`src/rtl/tw_pkg.sv`:
```
package tw_pkg;
  typedef enum logic [2:0] {
    PH_SNAP = 3'd0,
    PH_EXT  = 3'd1,
    PH_DIFF = 3'd2,
    PH_THR  = 3'd3,
    PH_OHI  = 3'd4,
    PH_OLO  = 3'd5
  } phase_e;
endpackage

```
`src/rtl/tw_cmp.sv`:
```
// Single magnitude comparator built on one subtractor.
module tw_cmp #(
  parameter int TW = 16
) (
  input  logic [TW-1:0] a_i,
  input  logic [TW-1:0] b_i,
  output logic          gt_o,
  output logic          lt_o
);
  logic [TW:0] diff;

  always_comb begin
    diff = {1'b0, a_i} - {1'b0, b_i};
    lt_o = diff[TW];
    gt_o = !diff[TW] && (|diff[TW-1:0]);
  end
endmodule

```
`src/rtl/tw_seq.sv`:
```
// Scan sequencer: walks the shared comparator through a fixed check list.
module tw_seq
  import tw_pkg::*;
#(
  parameter int NUM_SENS = 4,
  localparam int IW = (NUM_SENS > 1) ? $clog2(NUM_SENS) : 1
) (
  input  logic          clk,
  input  logic          rst,
  output phase_e        phase_o,
  output logic [IW-1:0] idx_o,
  output logic          sub_o
);
  localparam logic [IW-1:0] LAST = IW'(NUM_SENS - 1);

  phase_e        phase_q;
  logic [IW-1:0] idx_q;
  logic          sub_q;

  always_ff @(posedge clk) begin
    if (rst) begin
      phase_q <= PH_SNAP;
      idx_q   <= '0;
      sub_q   <= 1'b0;
    end else begin
      case (phase_q)
        PH_SNAP: begin
          phase_q <= PH_EXT;
          idx_q   <= '0;
          sub_q   <= 1'b0;
        end
        PH_EXT, PH_THR: begin
          if (!sub_q) begin
            sub_q <= 1'b1;
          end else begin
            sub_q <= 1'b0;
            if (idx_q == LAST) begin
              idx_q   <= '0;
              phase_q <= (phase_q == PH_EXT) ? PH_DIFF : PH_OHI;
            end else begin
              idx_q <= idx_q + 1'b1;
            end
          end
        end
        PH_DIFF: begin
          phase_q <= PH_THR;
          idx_q   <= '0;
          sub_q   <= 1'b0;
        end
        PH_OHI:  phase_q <= PH_OLO;
        default: phase_q <= PH_SNAP;
      endcase
    end
  end

  assign phase_o = phase_q;
  assign idx_o   = idx_q;
  assign sub_o   = sub_q;
endmodule

```
`src/rtl/tw_alert.sv`:
```
// Sticky alert-type register with write-one-to-clear and masked level interrupt.
module tw_alert #(
  parameter int NT = 10
) (
  input  logic          clk,
  input  logic          rst,
  input  logic [NT-1:0] set_i,
  input  logic [NT-1:0] clr_i,
  input  logic [NT-1:0] irq_mask_i,
  output logic [NT-1:0] type_o,
  output logic          irq_o
);
  logic [NT-1:0] type_q, type_d;
  logic          irq_q;

  always_comb type_d = (type_q & ~clr_i) | set_i;

  always_ff @(posedge clk) begin
    if (rst) begin
      type_q <= '0;
      irq_q  <= 1'b0;
    end else begin
      type_q <= type_d;
      irq_q  <= |(type_d & irq_mask_i);
    end
  end

  assign type_o = type_q;
  assign irq_o  = irq_q;
endmodule

```
`src/rtl/thermal_watchdog.sv`:
```
module thermal_watchdog
  import tw_pkg::*;
#(
  parameter int NUM_SENS = 4,
  parameter int TW       = 16
) (
  input  logic                   clk,
  input  logic                   rst,
  input  logic [NUM_SENS*TW-1:0] temp_i,
  input  logic [NUM_SENS*TW-1:0] thr_hi_i,
  input  logic [NUM_SENS*TW-1:0] thr_lo_i,
  input  logic [TW-1:0]          ofs_hi_i,
  input  logic [TW-1:0]          ofs_lo_i,
  input  logic [NUM_SENS-1:0]    ofs_mask_i,
  input  logic [2*NUM_SENS+1:0]  irq_mask_i,
  input  logic [2*NUM_SENS+1:0]  clr_i,
  output logic                   irq_o,
  output logic [2*NUM_SENS+1:0]  type_o,
  output logic [TW-1:0]          offset_o
);
  localparam int NT = 2 * NUM_SENS + 2;
  localparam int IW = (NUM_SENS > 1) ? $clog2(NUM_SENS) : 1;
  localparam int CW = $clog2(NUM_SENS + 1) + 1;
  localparam int OHI_BIT = 2 * NUM_SENS;
  localparam int OLO_BIT = 2 * NUM_SENS + 1;

  phase_e        phase;
  logic [IW-1:0] idx;
  logic          sub;

  logic [TW-1:0] temp_a [NUM_SENS];
  logic [TW-1:0] hi_a   [NUM_SENS];
  logic [TW-1:0] lo_a   [NUM_SENS];
  logic [TW-1:0] snap_q [NUM_SENS];

  logic [TW-1:0] mx_q, mn_q, ofs_q;
  logic [CW-1:0] cnt_q;
  logic          pair_ok;

  logic [TW-1:0] cmp_a, cmp_b, cur;
  logic          cmp_gt, cmp_lt;
  logic [NT-1:0] set_vec;

  for (genvar g = 0; g < NUM_SENS; g++) begin : g_unpack
    assign temp_a[g] = temp_i[g*TW +: TW];
    assign hi_a[g]   = thr_hi_i[g*TW +: TW];
    assign lo_a[g]   = thr_lo_i[g*TW +: TW];
  end

  tw_seq #(.NUM_SENS(NUM_SENS)) u_seq (
    .clk    (clk),
    .rst    (rst),
    .phase_o(phase),
    .idx_o  (idx),
    .sub_o  (sub)
  );

  assign cur     = snap_q[idx];
  assign pair_ok = (cnt_q >= CW'(2));

  // Operand selection for the shared comparator
  always_comb begin
    cmp_a = '0;
    cmp_b = '0;
    case (phase)
      PH_EXT: begin
        cmp_a = cur;
        cmp_b = sub ? mn_q : mx_q;
      end
      PH_THR: begin
        cmp_a = cur;
        cmp_b = sub ? lo_a[idx] : hi_a[idx];
      end
      PH_OHI: begin
        cmp_a = ofs_q;
        cmp_b = ofs_hi_i;
      end
      PH_OLO: begin
        cmp_a = ofs_q;
        cmp_b = ofs_lo_i;
      end
      default: ;
    endcase
  end

  tw_cmp #(.TW(TW)) u_cmp (
    .a_i (cmp_a),
    .b_i (cmp_b),
    .gt_o(cmp_gt),
    .lt_o(cmp_lt)
  );

  // Alert pulses: at most one per cycle
  always_comb begin
    set_vec = '0;
    case (phase)
      PH_THR: begin
        if (!sub && cmp_gt) set_vec[2*int'(idx)]     = 1'b1;
        if (sub && cmp_lt)  set_vec[2*int'(idx) + 1] = 1'b1;
      end
      PH_OHI: if (pair_ok && cmp_gt) set_vec[OHI_BIT] = 1'b1;
      PH_OLO: if (pair_ok && cmp_lt) set_vec[OLO_BIT] = 1'b1;
      default: ;
    endcase
  end

  // Snapshot, extreme search and spread
  always_ff @(posedge clk) begin
    if (rst) begin
      for (int i = 0; i < NUM_SENS; i++) snap_q[i] <= '0;
      mx_q  <= '0;
      mn_q  <= '1;
      cnt_q <= '0;
      ofs_q <= '0;
    end else begin
      case (phase)
        PH_SNAP: begin
          for (int i = 0; i < NUM_SENS; i++) snap_q[i] <= temp_a[i];
          mx_q  <= '0;
          mn_q  <= '1;
          cnt_q <= '0;
        end
        PH_EXT: begin
          if (ofs_mask_i[idx]) begin
            if (!sub) begin
              if (cmp_gt) mx_q <= cur;
            end else begin
              if (cmp_lt) mn_q <= cur;
              cnt_q <= cnt_q + 1'b1;
            end
          end
        end
        PH_DIFF: ofs_q <= pair_ok ? (mx_q - mn_q) : '0;
        default: ;
      endcase
    end
  end

  tw_alert #(.NT(NT)) u_alert (
    .clk       (clk),
    .rst       (rst),
    .set_i     (set_vec),
    .clr_i     (clr_i),
    .irq_mask_i(irq_mask_i),
    .type_o    (type_o),
    .irq_o     (irq_o)
  );

  assign offset_o = ofs_q;
endmodule

```
`config.mk`:
```
export PLATFORM = sky130hd
export DESIGN_NAME = thermal_watchdog
export DESIGN_NICKNAME = d
export VERILOG_FILES = /design/src/rtl/tw_pkg.sv /design/src/rtl/tw_cmp.sv /design/src/rtl/tw_seq.sv /design/src/rtl/tw_alert.sv /design/src/rtl/thermal_watchdog.sv
export SDC_FILE = /design/constraint.sdc
export NUM_CORES = 1
export LEC_CHECK = 0
export ABC_AREA = 1
export BUFFER_PORTS_ARGS = -buffer_cell sky130_fd_sc_hd__buf_2
export CAP_MARGIN = 20
export CORE_UTILIZATION = 30
export CTS_BUF_LIST = sky130_fd_sc_hd__clkbuf_4 sky130_fd_sc_hd__clkbuf_8 sky130_fd_sc_hd__clkbuf_16
export DETAILED_ROUTE_END_ITERATION = 10
export GPL_TIMING_DRIVEN = 0
export HOLD_SLACK_MARGIN = 0.06
export PLACE_DENSITY = 0.56
export SYNTH_ARGS = -nofsm -noshare
export SYNTH_HDL_FRONTEND = slang
export SYNTH_SLANG_ARGS = --single-unit
```
`constraint.sdc`:
```
create_clock -name clk -period 4.14 [get_ports clk]
set_clock_uncertainty 0.05 [all_clocks]
set_input_delay 0.621 -clock clk [delete_from_list [all_inputs] [get_ports clk]]
set_output_delay 0.621 -clock clk [all_outputs]
set_load 0.05 [all_outputs]
```
==> summary.txt, run 1 <==
Run status
  – Outcome: finished clean

Clocking
  – Root buffer cell: clkbuf_16
  – CTS Sinks: 135
  – Clock Tree Buf Depth: 2
  – H-tree depth: 4
  – TritonCTS Buffers: 17
  – Reg clk slew, reported paths: 70 ps
  – Hold-fix buffers, CTS: 0
  – Clock latency on the worst-skew pair: 420 ps
  – CTS tree: done

Critical path
  – Startpoint Class: flip-flop
  – CP Data Arrival Time: 4230 ps
  – Worst EP required: 4390 ps
  – Critical path endpoint category: flip-flop
  – Max FO, Critical Path: 10
  – CP Class: flip-flop to flip-flop

Finish
  – Nets: 1989
  – Area grow syn2layout: 29.27%
  – Fillcell total: 3333
  – Storage cell area: 0.003353 mm²
  – Final non-filler cell total: 2110
  – Ratio of cells with drive above 1 in the final layout: 25.51%
  – Area occupied by multi-input gates: 0.005137 mm²
  – Fin util: 39.88%

Drt
  – Starting DRT DRC Count: 657
  – DRC: 0
  – DR pass1 iterations: 5
  – Average wire per standard cell: 17.56 µm
  – WL final: 37060 µm
  – Post-route ant nets: 0
  – Mean number of vias per cell: 4.881
  – Via count: 10299

Logic synthesis
  – Synth warn: 0
  – Synth Area in Adders: 5.274%
  – Combinational family with the most area after synthesis: simple AND/OR/NAND/NOR gates
  – Post-synthesis mux area share: 0%
  – Syn Nets: 1683
  – Compound-gate portion of the synthesized area: 21.18%
  – Ranking of synthesized cells by area: edfxtp_1 (20%), dfxtp_1 (15%), nand2_1 (11%)
  – Mapped cell area: 0.009537 mm²
  – Avg Synthesized Cell Area: 6.841 µm²
  – Xor/xnor share of the synthesized area: 0.2755%
  – Library cells used by synthesis: 48
  – Post-synthesis simple-gate area fraction: 26.19%
  – Top cell type's share of synthesized area: 20.15%
  – Yosys reg bits: 135
  – Seq/Total Area, Yosys: 35.06%
  – Post-Syn Instances: 1394
  – Leading area contributor after synthesis: edfxtp_1

Timing
  – Worst-Margin Slew: 847.2 ps
  – Final setup TNS: 0 ps
  – Final Cycle Share: 96.02%
  – Rel. slew slack: 43.52%
  – Final hold vios: 0
  – Final setup fails: 0
  – Fmax: 251.6 MHz
  – PnR worst setup slack: 164.9 ps
  – Minimum clock period: 3975 ps
  – Slew Viols, Final: 0

Place
  – GP Congestion: 0.9146
  – Placed cell count: 2065
  – Pre-CTS WS: -919.7 ps
  – Hpwl dp: 30180 µm
  – I/O Buffers: 275

Power
  – Sw frac: 37.18%
  – Switching power: 1.875 mW
  – Clk pwr share: 31.4%
  – P_int: 3.167 mW
  – P_leak: 6.071 nW
  – Comb power frac: 36.3%
  – Power, Total: 5.041 mW
  – Power per cell area: 408.9 mW/mm²
  – Worst VDD drop: 0.2013 mV
  – Reg power frac: 32.3%

GRT
  – Gr usage total: 22.61%
  – Antenna violations before repair: 1
  – First-pass GRT wire length: 56710 µm
  – Vias in the first global route: 9997
  – GRT overflow: 0
  – Largest net degree at the start of global routing: 67

Die
  – Die area: 0.03251 mm²
  – DIE WIDTH: 180.3 µm
  – Row count: 64
  – Initial Utilization: 30.85%
  – Core Region: 0.03091 mm²
  – Ports: 277
  – Die H: 180.3 µm

Run
  – Max cap viols: 0

Hold path
  – HP Class: primary input to flip-flop
-- sequential cells by signal, summed over array words and instances (netlist names), named ones only --
name	count
u_seq.sub_o	1
u_alert.irq_o	1
u_alert.type_o	10
cnt_q	4
offset_o	16
snap_q	64
mx_q	16
mn_q	16
u_seq.idx_o	2
u_seq.phase_o	3
-- path summary, 6_finish.rpt --
path                                  from                           end  slack (ps)  cells after the start
min                               clr_i[6]  u_alert.type_o[6]$_SDFF_PP0_         420                      4
max reg2reg  u_seq.phase_o[2]$_SDFFE_PP0P_          mx_q[8]$_SDFFE_PP0P_         160                     27
max          u_seq.phase_o[2]$_SDFFE_PP0P_          mx_q[8]$_SDFFE_PP0P_         160                     27
min reg2reg           mn_q[8]$_SDFFE_PP1P_          mn_q[8]$_SDFFE_PP1P_         420                      2
-- cells by family (layout without fill, tap and decap cells) --
logic type                 count (synthesis)  after routing
other                                      0              1
and+or+nand+nor                          590            590
adders and majority gates                 39             39
AOI/OAI and AO/OA                        334            334
DFF                                      135            135
buffers and inverters                    293            612
xor gates and xnor gates                   3              3
-- synthesized netlist by cell type, drive strengths merged --
master	number
o22ai	16
nand3	83
fa	2
a22o	3
o2111ai	2
o221ai	16
nor2	194
or2	5
a21oi	95
inv	223
nand3b	3
a21o	1
buf	13
dfxtp	71
nand2	285
a211oi	4
a31oi	4
nor4	1
clkbuf	55
nor3	6
ha	37
clkinv	2
nor3b	1
o211ai	37
edfxtp	64
o21ai	134
nand4	9
a21boi	8
xor2	1
and2	3
xnor2	2
a32o	14
-- worst max-delay path: stages, from the launching register on --
cell      delay (ps)
dfxtp_4          390
buf_8            150
inv_1            110
nor3_4           280
clkbuf_8         230
a32o_1           140
a21oi_1           40
o211ai_1         190
ha_2             240
inv_1             80
fa_2             400
nand2_1           80
nand3_1           80
nand3_2           90
nand2_2           60
nand2_1           80
nand3_1           80
nand2_1          100
nand2_2           70
nor2_4           130
nand3_4          140
nand2_2           90
nand2_2           60
nand2_4           90
inv_4             40
buf_6            140
o21ai_1          140
a21oi_1           50
-- per-layer routing --
layer  global-route usage (%)  share of wire (%)  vias to the layer above
li1                         -                  -                     5220
met1                    27.36                 42                     4651
met2                    40.31                 49                      386
met3                    4.103                6.3                       42
met4                    7.179                2.4                        0
met5                        0                  0                        -
-- stage by stage --
stage | hold slack [ps] | area [µm²]
CTS | 400.9 | 12160
detailed placement | 410.9 | 11420
finish | 416.8 | 12330
floorplan | 392.6 | 9537
global placement | 404.7 | 11410
global route | 422.2 | 12330
-- placed cells by master, fill, tap and decap left out, types with 8 or more instances in the layout --
cell type / count
a21oi_1: 89
o211ai_1: 37
nand2_2: 14
a21boi_0: 8
buf_6: 8
a32o_1: 14
o21ai_0: 116
nor2_1: 182
clkbuf_2: 21
ha_1: 32
o22ai_1: 16
o21ai_1: 12
buf_2: 280
inv_1: 213
nand2_1: 268
nand4_1: 9
nor2_4: 8
buf_4: 18
edfxtp_1: 64
nand3_1: 80
inv_2: 8
clkbuf_1: 21
dfxtp_1: 67
clkbuf_16: 17
o221ai_1: 16
-- timing repair --
| item | CTS | global route |
|---|---|---|
| buffers inserted | 4 | 10 |
| gates resized for setup | 42 | 71 |
| endpoints found under the setup margin | 43 | 33 |
| gates cloned | 0 | 0 |
| hold endpoints to repair | 0 | 0 |
| pin swaps | 4 | 10 |
-- power groups by stage --
stage                     Sequential (mW)  Combinational (mW)  Clock [mW]
after floorplan                      1.63                1.21           0
after global placement               1.65                1.74           0
after detailed placement             1.65                1.74           0
after CTS                            1.63                1.77        1.60
after global routing                 1.64                2.05        1.66
final                                1.63                1.83        1.58
-- cell type report --
| class | count | share of cell area, % |
|---|---|---|
| antenna | 1 | 0.02030 |
| buffer | 66 | 3.197 |
| clock buffer | 18 | 3.562 |
| clock inverter | 14 | 1.390 |
| inverter | 225 | 6.891 |
| multi-input combinational | 966 | 41.67 |
| sequential | 135 | 27.20 |
| tap | 396 | 4.019 |
| timing repair buffer | 289 | 12.05 |
No activity file was read; power rests on OpenSTA's default activity.
==> inputs of run 2 (changes only) <==
==> constraint.sdc (replaced) <==
create_clock -name clk -period 3.75 [get_ports clk]
set_clock_uncertainty 0.05 [all_clocks]
set_input_delay 0.5625 -clock clk [delete_from_list [all_inputs] [get_ports clk]]
set_output_delay 0.5625 -clock clk [all_outputs]
set_load 0.05 [all_outputs]
==> run 2 against run 1 <==
- the flow now finishes with violations (setup timing)
- fmax grew 3.8%
- worst hold slack worse by 59 ps
- setup slack got worse by 240 ps
- global-route usage grew 0.49 points
- critical path depth shrank 3
==> summary.txt, run 2 (synthesis results as in run 1) <==
Power
  – Power, Total: 5.987 mW
  – Power per cell area: 456.2 mW/mm²
  – P_leak: 6.361 nW
  – Worst VDD drop: 0.2348 mV

Clocking
  – Clock Tree Buf Depth: 2
  – CTS tree: done
  – Hold-fix buffers, CTS: 0
  – Reg clk slew, reported paths: 70 ps
  – Root buffer cell: clkbuf_16
  – CTS Sinks: 135
  – Clock latency on the worst-skew pair: 420 ps
  – TritonCTS Buffers: 17
  – H-tree depth: 4

Timing
  – Fmax: 261.2 MHz
  – Final setup TNS: -202.8 ps
  – Final Cycle Share: 102.1%
  – Worst-Margin Slew: 846.8 ps
  – Minimum clock period: 3828 ps
  – RSZ-0062 raised after global routing: true
  – Worst hold slack: 358.2 ps
  – Final setup fails: 8
  – Slew Viols, Final: 0
  – PnR worst setup slack: -78.32 ps
  – Rel. slew slack: 43.54%
  – Final hold vios: 0

Critical path
  – Critical path endpoint category: flip-flop
  – Startpoint Class: flip-flop
  – Worst path max stage delay: 380 ps
  – Max FO, Critical Path: 6
  – Crit. Startpoint: u_seq.phase_o[1]$_SDFFE_PP0P_
  – Critical path buffer and inverter count: 5
  – Critical R2R Launch: u_seq.phase_o[1]$_SDFFE_PP0P_
  – Worst EP required: 4030 ps
  – CP Class: flip-flop to flip-flop
  – CP Data Arrival Time: 4110 ps
  – Crit path cell chain: buf_12 > nor3_4 > clkbuf_8 > a32o_2 > a21oi_2 > o211ai_1 > ha_2 > inv_2 > fa_2 > nand2_2 > nand3_2 > nand3_2 > nand3b_1 > nand2_1 > nand3_2 > nor3_4 > nand3_4 > nand2_2 > nand2_2 > nand2_4 > buf_6 > buf_4 > a21oi_1 > a211oi_1
  – Slowest CP cell: dfxtp_4
  – Top delay family on crit path: simple AND/OR/NAND/NOR gates

Run status
  – Outcome: finished with violations
  – Failing checks: setup timing

Place
  – Hpwl dp: 30180 µm
  – I/O Buffers: 275
  – Pre-CTS WS: -1310 ps
  – Placed instance area: 0.01142 mm²
  – GP Congestion: 0.9146
  – Placed cell count: 2065

Finish
  – Fin util: 42.46%
  – Most frequent cells in the layout: buf_2 (278), nand2_1 (252), inv_1 (206), nor2_1 (175), o21ai_0 (102)
  – Commonest non-fill, non-tap cell in the layout: buf_2
  – Largest Register: snap_q
  – Number of flip-flops in the largest register: 64
  – Fin area: 0.01312 mm²
  – Final non-filler cell total: 2139
  – Diodes inserted: 0
  – Ratio of cells with drive above 1 in the final layout: 31.38%
  – Area grow syn2layout: 37.61%
  – Nets: 2019

Drt
  – Via count: 10560
  – Mean number of vias per cell: 4.937
  – DRC: 0
  – DR pass1 iterations: 5
  – Post-route ant nets: 0
  – Average wire per standard cell: 17.90 µm
  – WL final: 38280 µm
  – Starting DRT DRC Count: 663

Die
  – Row count: 64
  – DIE WIDTH: 180.3 µm
  – Core Region: 0.03091 mm²
  – Initial Utilization: 30.85%
  – Ports: 277
  – Die H: 180.3 µm
  – Die area: 0.03251 mm²

Hold path
  – Min-delay src: clr_i[6]
  – HP Class: primary input to flip-flop

GRT
  – Gr usage total: 23.10%
  – First-pass GRT wire length: 57990 µm
  – Vias in the first global route: 10233
  – Antenna violations before repair: 0
  – Largest net degree at the start of global routing: 67
  – GRT overflow: 0

Run
  – Max cap viols: 0
==> run 2: changes by cell type in the layout (fill, tap and decap cells not counted), sizes merged <==
cell      change
diode         -1
buf          +28
clkbuf        +2
inv           -1
clkinvlp      +1
==> run 2: final cells by class <==
class                   instances  area, µm²
well taps                     396      495.5
repair buffers                321       1817
multi-input cells             966       5500
flip-flops and latches        135       3364
clock inverters                14      171.4
clock buffers                  18      439.2
plain buffers                  64      470.5
inverters                     225      865.8
fillers                      3248      17790
==> run 2: power by group <==
part | total, mW | internal (mW) | switching, mW
Sequential | 1.81 | 1.71 | 0.0971
Clock | 1.75 | 1.07 | 0.681
Combinational | 2.42 | 0.960 | 1.46
==> run 2: worst min-delay path: cells and delay by family <==
kind                   cells  cell delay (ps)
AOI/OAI and AO/OA          1               60
buffers and inverters      2              140
and+or+nand+nor            1               30
==> run 2: final timing paths <==
path,endpoint,slack (ps),depth (start not counted)
worst min register to register,mn_q[8]$_SDFFE_PP1P_,420,2
worst max register to register,mx_q[0]$_SDFFE_PP0P_,-80,24
worst max-delay path,mx_q[0]$_SDFFE_PP0P_,-80,24
worst min-delay path,u_alert.type_o[6]$_SDFF_PP0_,360,4
==> run 2: what timing repair did <==
item                       in CTS  in global routing
pin swaps                      30                 54
gates cloned                    1                  2
gates resized for setup       126                121
setup buffers                  27                 16
setup endpoints to repair      43                 41
==> run 2: routing by layer <==
layer	track usage, %	vias to the layer above	wire (µm)
li1	-	5283	-
met1	27.44	4826	15720
met2	40.88	389	18660
met3	4.446	62	2552
met4	8.957	0	1351
met5	0	-	0
==> inputs of run 3 (changes only) <==
--- a/config.mk
+++ b/config.mk
@@ -6,14 +6,15 @@
 export NUM_CORES = 1
 export LEC_CHECK = 0
 export ABC_AREA = 1
-export BUFFER_PORTS_ARGS = -buffer_cell sky130_fd_sc_hd__buf_2
 export CAP_MARGIN = 20
 export CORE_UTILIZATION = 30
 export CTS_BUF_LIST = sky130_fd_sc_hd__clkbuf_4 sky130_fd_sc_hd__clkbuf_8 sky130_fd_sc_hd__clkbuf_16
+export CTS_CLUSTER_DIAMETER = 120
 export DETAILED_ROUTE_END_ITERATION = 10
+export DONT_BUFFER_PORTS = 1
 export GPL_TIMING_DRIVEN = 0
 export HOLD_SLACK_MARGIN = 0.06
-export PLACE_DENSITY = 0.56
+export PLACE_DENSITY = 0.49
 export SYNTH_ARGS = -nofsm -noshare
 export SYNTH_HDL_FRONTEND = slang
 export SYNTH_SLANG_ARGS = --single-unit
==> run 3 against run 2 <==
- the flow now finishes without violations
- sequential power hardly changed
- sequential cell count did not move
- fmax is 7.7% higher
- first-iteration DRC count is 17% lower
- global-route usage shrank 1.1 points
- sequential share of layout area is 3.4 points higher
- clock-buffer cell count down 1
- via count is 8.9% lower
- worst hold slack worse by 100 ps
- critical path depth up 3
- clock power grew 3%
- die area unchanged
- critical endpoint is now mx_q[8]$_SDFFE_PP0P_
==> summary.txt, run 3 (synthesis results as in run 1) <==
Drt
  – DR pass1 iterations: 5
  – Average wire per standard cell: 19.81 µm
  – Met1 wire length: 15570 µm
  – Via count: 9625
  – Max Used Layer: met4
  – Met2 Wirelength: 17560 µm
  – DRC: 0
  – Starting DRT DRC Count: 549
  – Mean number of vias per cell: 5.178
  – Wire length on met3: 2731 µm
  – Post-route ant nets: 0
  – WL final: 36830 µm

Place
  – Hpwl dp: 29120 µm
  – I/O Buffers: 0
  – GP Congestion: 0.9051
  – Pre-CTS WS: -1029 ps
  – Placed instance area: 0.01007 mm²
  – Placed cell count: 1791

Power
  – P_leak: 5.172 nW
  – Switching power: 2.234 mW
  – Worst VDD drop: 0.2638 mV
  – Power, Total: 5.712 mW
  – Reg power frac: 31.9%
  – Power per cell area: 492.6 mW/mm²
  – Sw frac: 39.11%
  – P_int: 3.478 mW
  – Comb power frac: 36.5%
  – Clk pwr share: 31.7%

Timing
  – Slew Viols, Final: 0
  – Worst-Margin Slew: 812.2 ps
  – Fmax: 281.3 MHz
  – Minimum clock period: 3555 ps
  – Final setup fails: 0
  – Final Cycle Share: 94.80%
  – Rel. slew slack: 45.85%
  – Final hold vios: 0
  – PnR worst setup slack: 194.8 ps

Critical path
  – R2R depth: 27
  – CP Data Arrival Time: 3820 ps
  – Max FO, Critical Path: 10
  – Critical path endpoint category: flip-flop
  – Worst EP required: 4020 ps
  – CP Class: flip-flop to flip-flop
  – Startpoint Class: flip-flop

Clocking
  – H-tree depth: 4
  – Clock Tree Buf Depth: 2
  – Clock latency on the worst-skew pair: 440 ps
  – CTS Sinks: 135
  – TritonCTS Buffers: 17
  – Hold-fix buffers, CTS: 0
  – Root buffer cell: clkbuf_16
  – Reg clk slew, reported paths: 70 ps
  – CTS tree: done

GRT
  – Vias in the first global route: 9206
  – Largest net degree at the start of global routing: 65
  – Gr usage total: 22.04%
  – Antenna violations before repair: 1
  – GRT overflow: 0
  – First-pass GRT wire length: 54110 µm

Die
  – Die area: 0.03251 mm²
  – Ports: 277
  – Row count: 64
  – Core Region: 0.03091 mm²
  – Initial Utilization: 30.85%
  – DIE WIDTH: 180.3 µm
  – Die H: 180.3 µm

Finish
  – Final non-filler cell total: 1859
  – Nets: 1738
  – Number of flip-flops in the largest register: 64
  – Largest Register: snap_q
  – Fin area: 0.01160 mm²
  – Ratio of cells with drive above 1 in the final layout: 16.55%
  – Commonest non-fill, non-tap cell in the layout: nand2_1
  – Area grow syn2layout: 21.60%
  – Most frequent cells in the layout: nand2_1 (263), inv_1 (210), nor2_1 (177), o21ai_0 (96), a21oi_1 (84)

Hold path
  – Cells on Worst Hold Path: 3
  – HP Class: primary input to flip-flop

Run
  – Max cap viols: 0

Run status
  – Outcome: finished clean
## run 3: cell count changes in the layout (fill, tap and decap cells not counted), sizes merged
cell | previous run | this run
bufinv | 3 | 2
clkinvlp | 1 | 3
clkbuf | 67 | 53
diode | 0 | 1
inv | 227 | 228
buf | 336 | 68
clkinv | 8 | 7
## run 3: area by class of cell
type / count / area (µm²)
fill: 3365 / 19310
sequential: 135 / 3364
clock inverter: 15 / 201.4
tap: 396 / 495.5
clock buffer: 17 / 425.4
timing repair buffer: 39 / 350.3
multi-input combinational: 966 / 5414
antenna: 1 / 2.502
buffer: 65 / 479.2
inverter: 225 / 863.3
## run 3: critical path, cell delays in order (launching register included)
cell        delay (ps)
dfxtp_4            360
buf_8              100
clkinvlp_4          90
nor3_4             270
buf_8              170
a32o_1             120
a21oi_1             40
o211ai_1           120
ha_2               210
inv_2               60
fa_2               380
nand3_2            100
nand2_2             80
nand3_1            100
nand3_1             80
nand2_1             60
nand2_1             60
inv_1               50
nand2_1             80
nor2_4             140
nand3_4            110
nand2_4             80
nand2_2             60
nand2_4            100
inv_4               40
buf_6              140
o21ai_1            130
a21oi_1             50
## run 3: routing by layer
metal  vias to the layer above  GRT usage [%]
li1                       4726              -
met1                      4475          27.22
met2                       371          37.44
met3                        53          5.356
met4                         0          7.316
met5                         -              0
## run 3: metrics by stage
stage / util, % / hold slack (ps) / TNS, ps
after CTS: 35.86 / 241.4 / 0
after floorplan: - / 392.6 / 0
after detailed placement: 32.57 / 417.5 / -35830
after global placement: 32.46 / 407.7 / -49350
after global routing: 37.52 / 264.9 / -70.81
final: 37.52 / 253.7 / 0
## run 3: final timing paths
path / from / end / slack [ps]
worst max-delay path: u_seq.phase_o[2]$_SDFFE_PP0P_ / mx_q[8]$_SDFFE_PP0P_ / 190
worst min-delay path: clr_i[2] / u_alert.type_o[2]$_SDFF_PP0_ / 250
worst max register to register: u_seq.phase_o[2]$_SDFFE_PP0P_ / mx_q[8]$_SDFFE_PP0P_ / 190
worst min register to register: mn_q[4]$_SDFFE_PP1P_ / mn_q[4]$_SDFFE_PP1P_ / 430
## run 3: what timing repair did
item	CTS	global route
setup buffers	16	22
endpoints found under the setup margin	43	33
gates resized for setup	113	114
pin swaps	9	30
## run 3: power by group through the flow
stage / Clock [mW] / Sequential [mW] / Combinational (mW)
5_1_grt: 1.90 / 1.83 / 2.30
3_3_place_gp: 0 / 1.85 / 1.79
6_report: 1.81 / 1.82 / 2.08
4_1_cts: 1.83 / 1.81 / 1.89
3_5_place_dp: 0 / 1.84 / 1.81
2_1_floorplan: 0 / 1.80 / 1.33
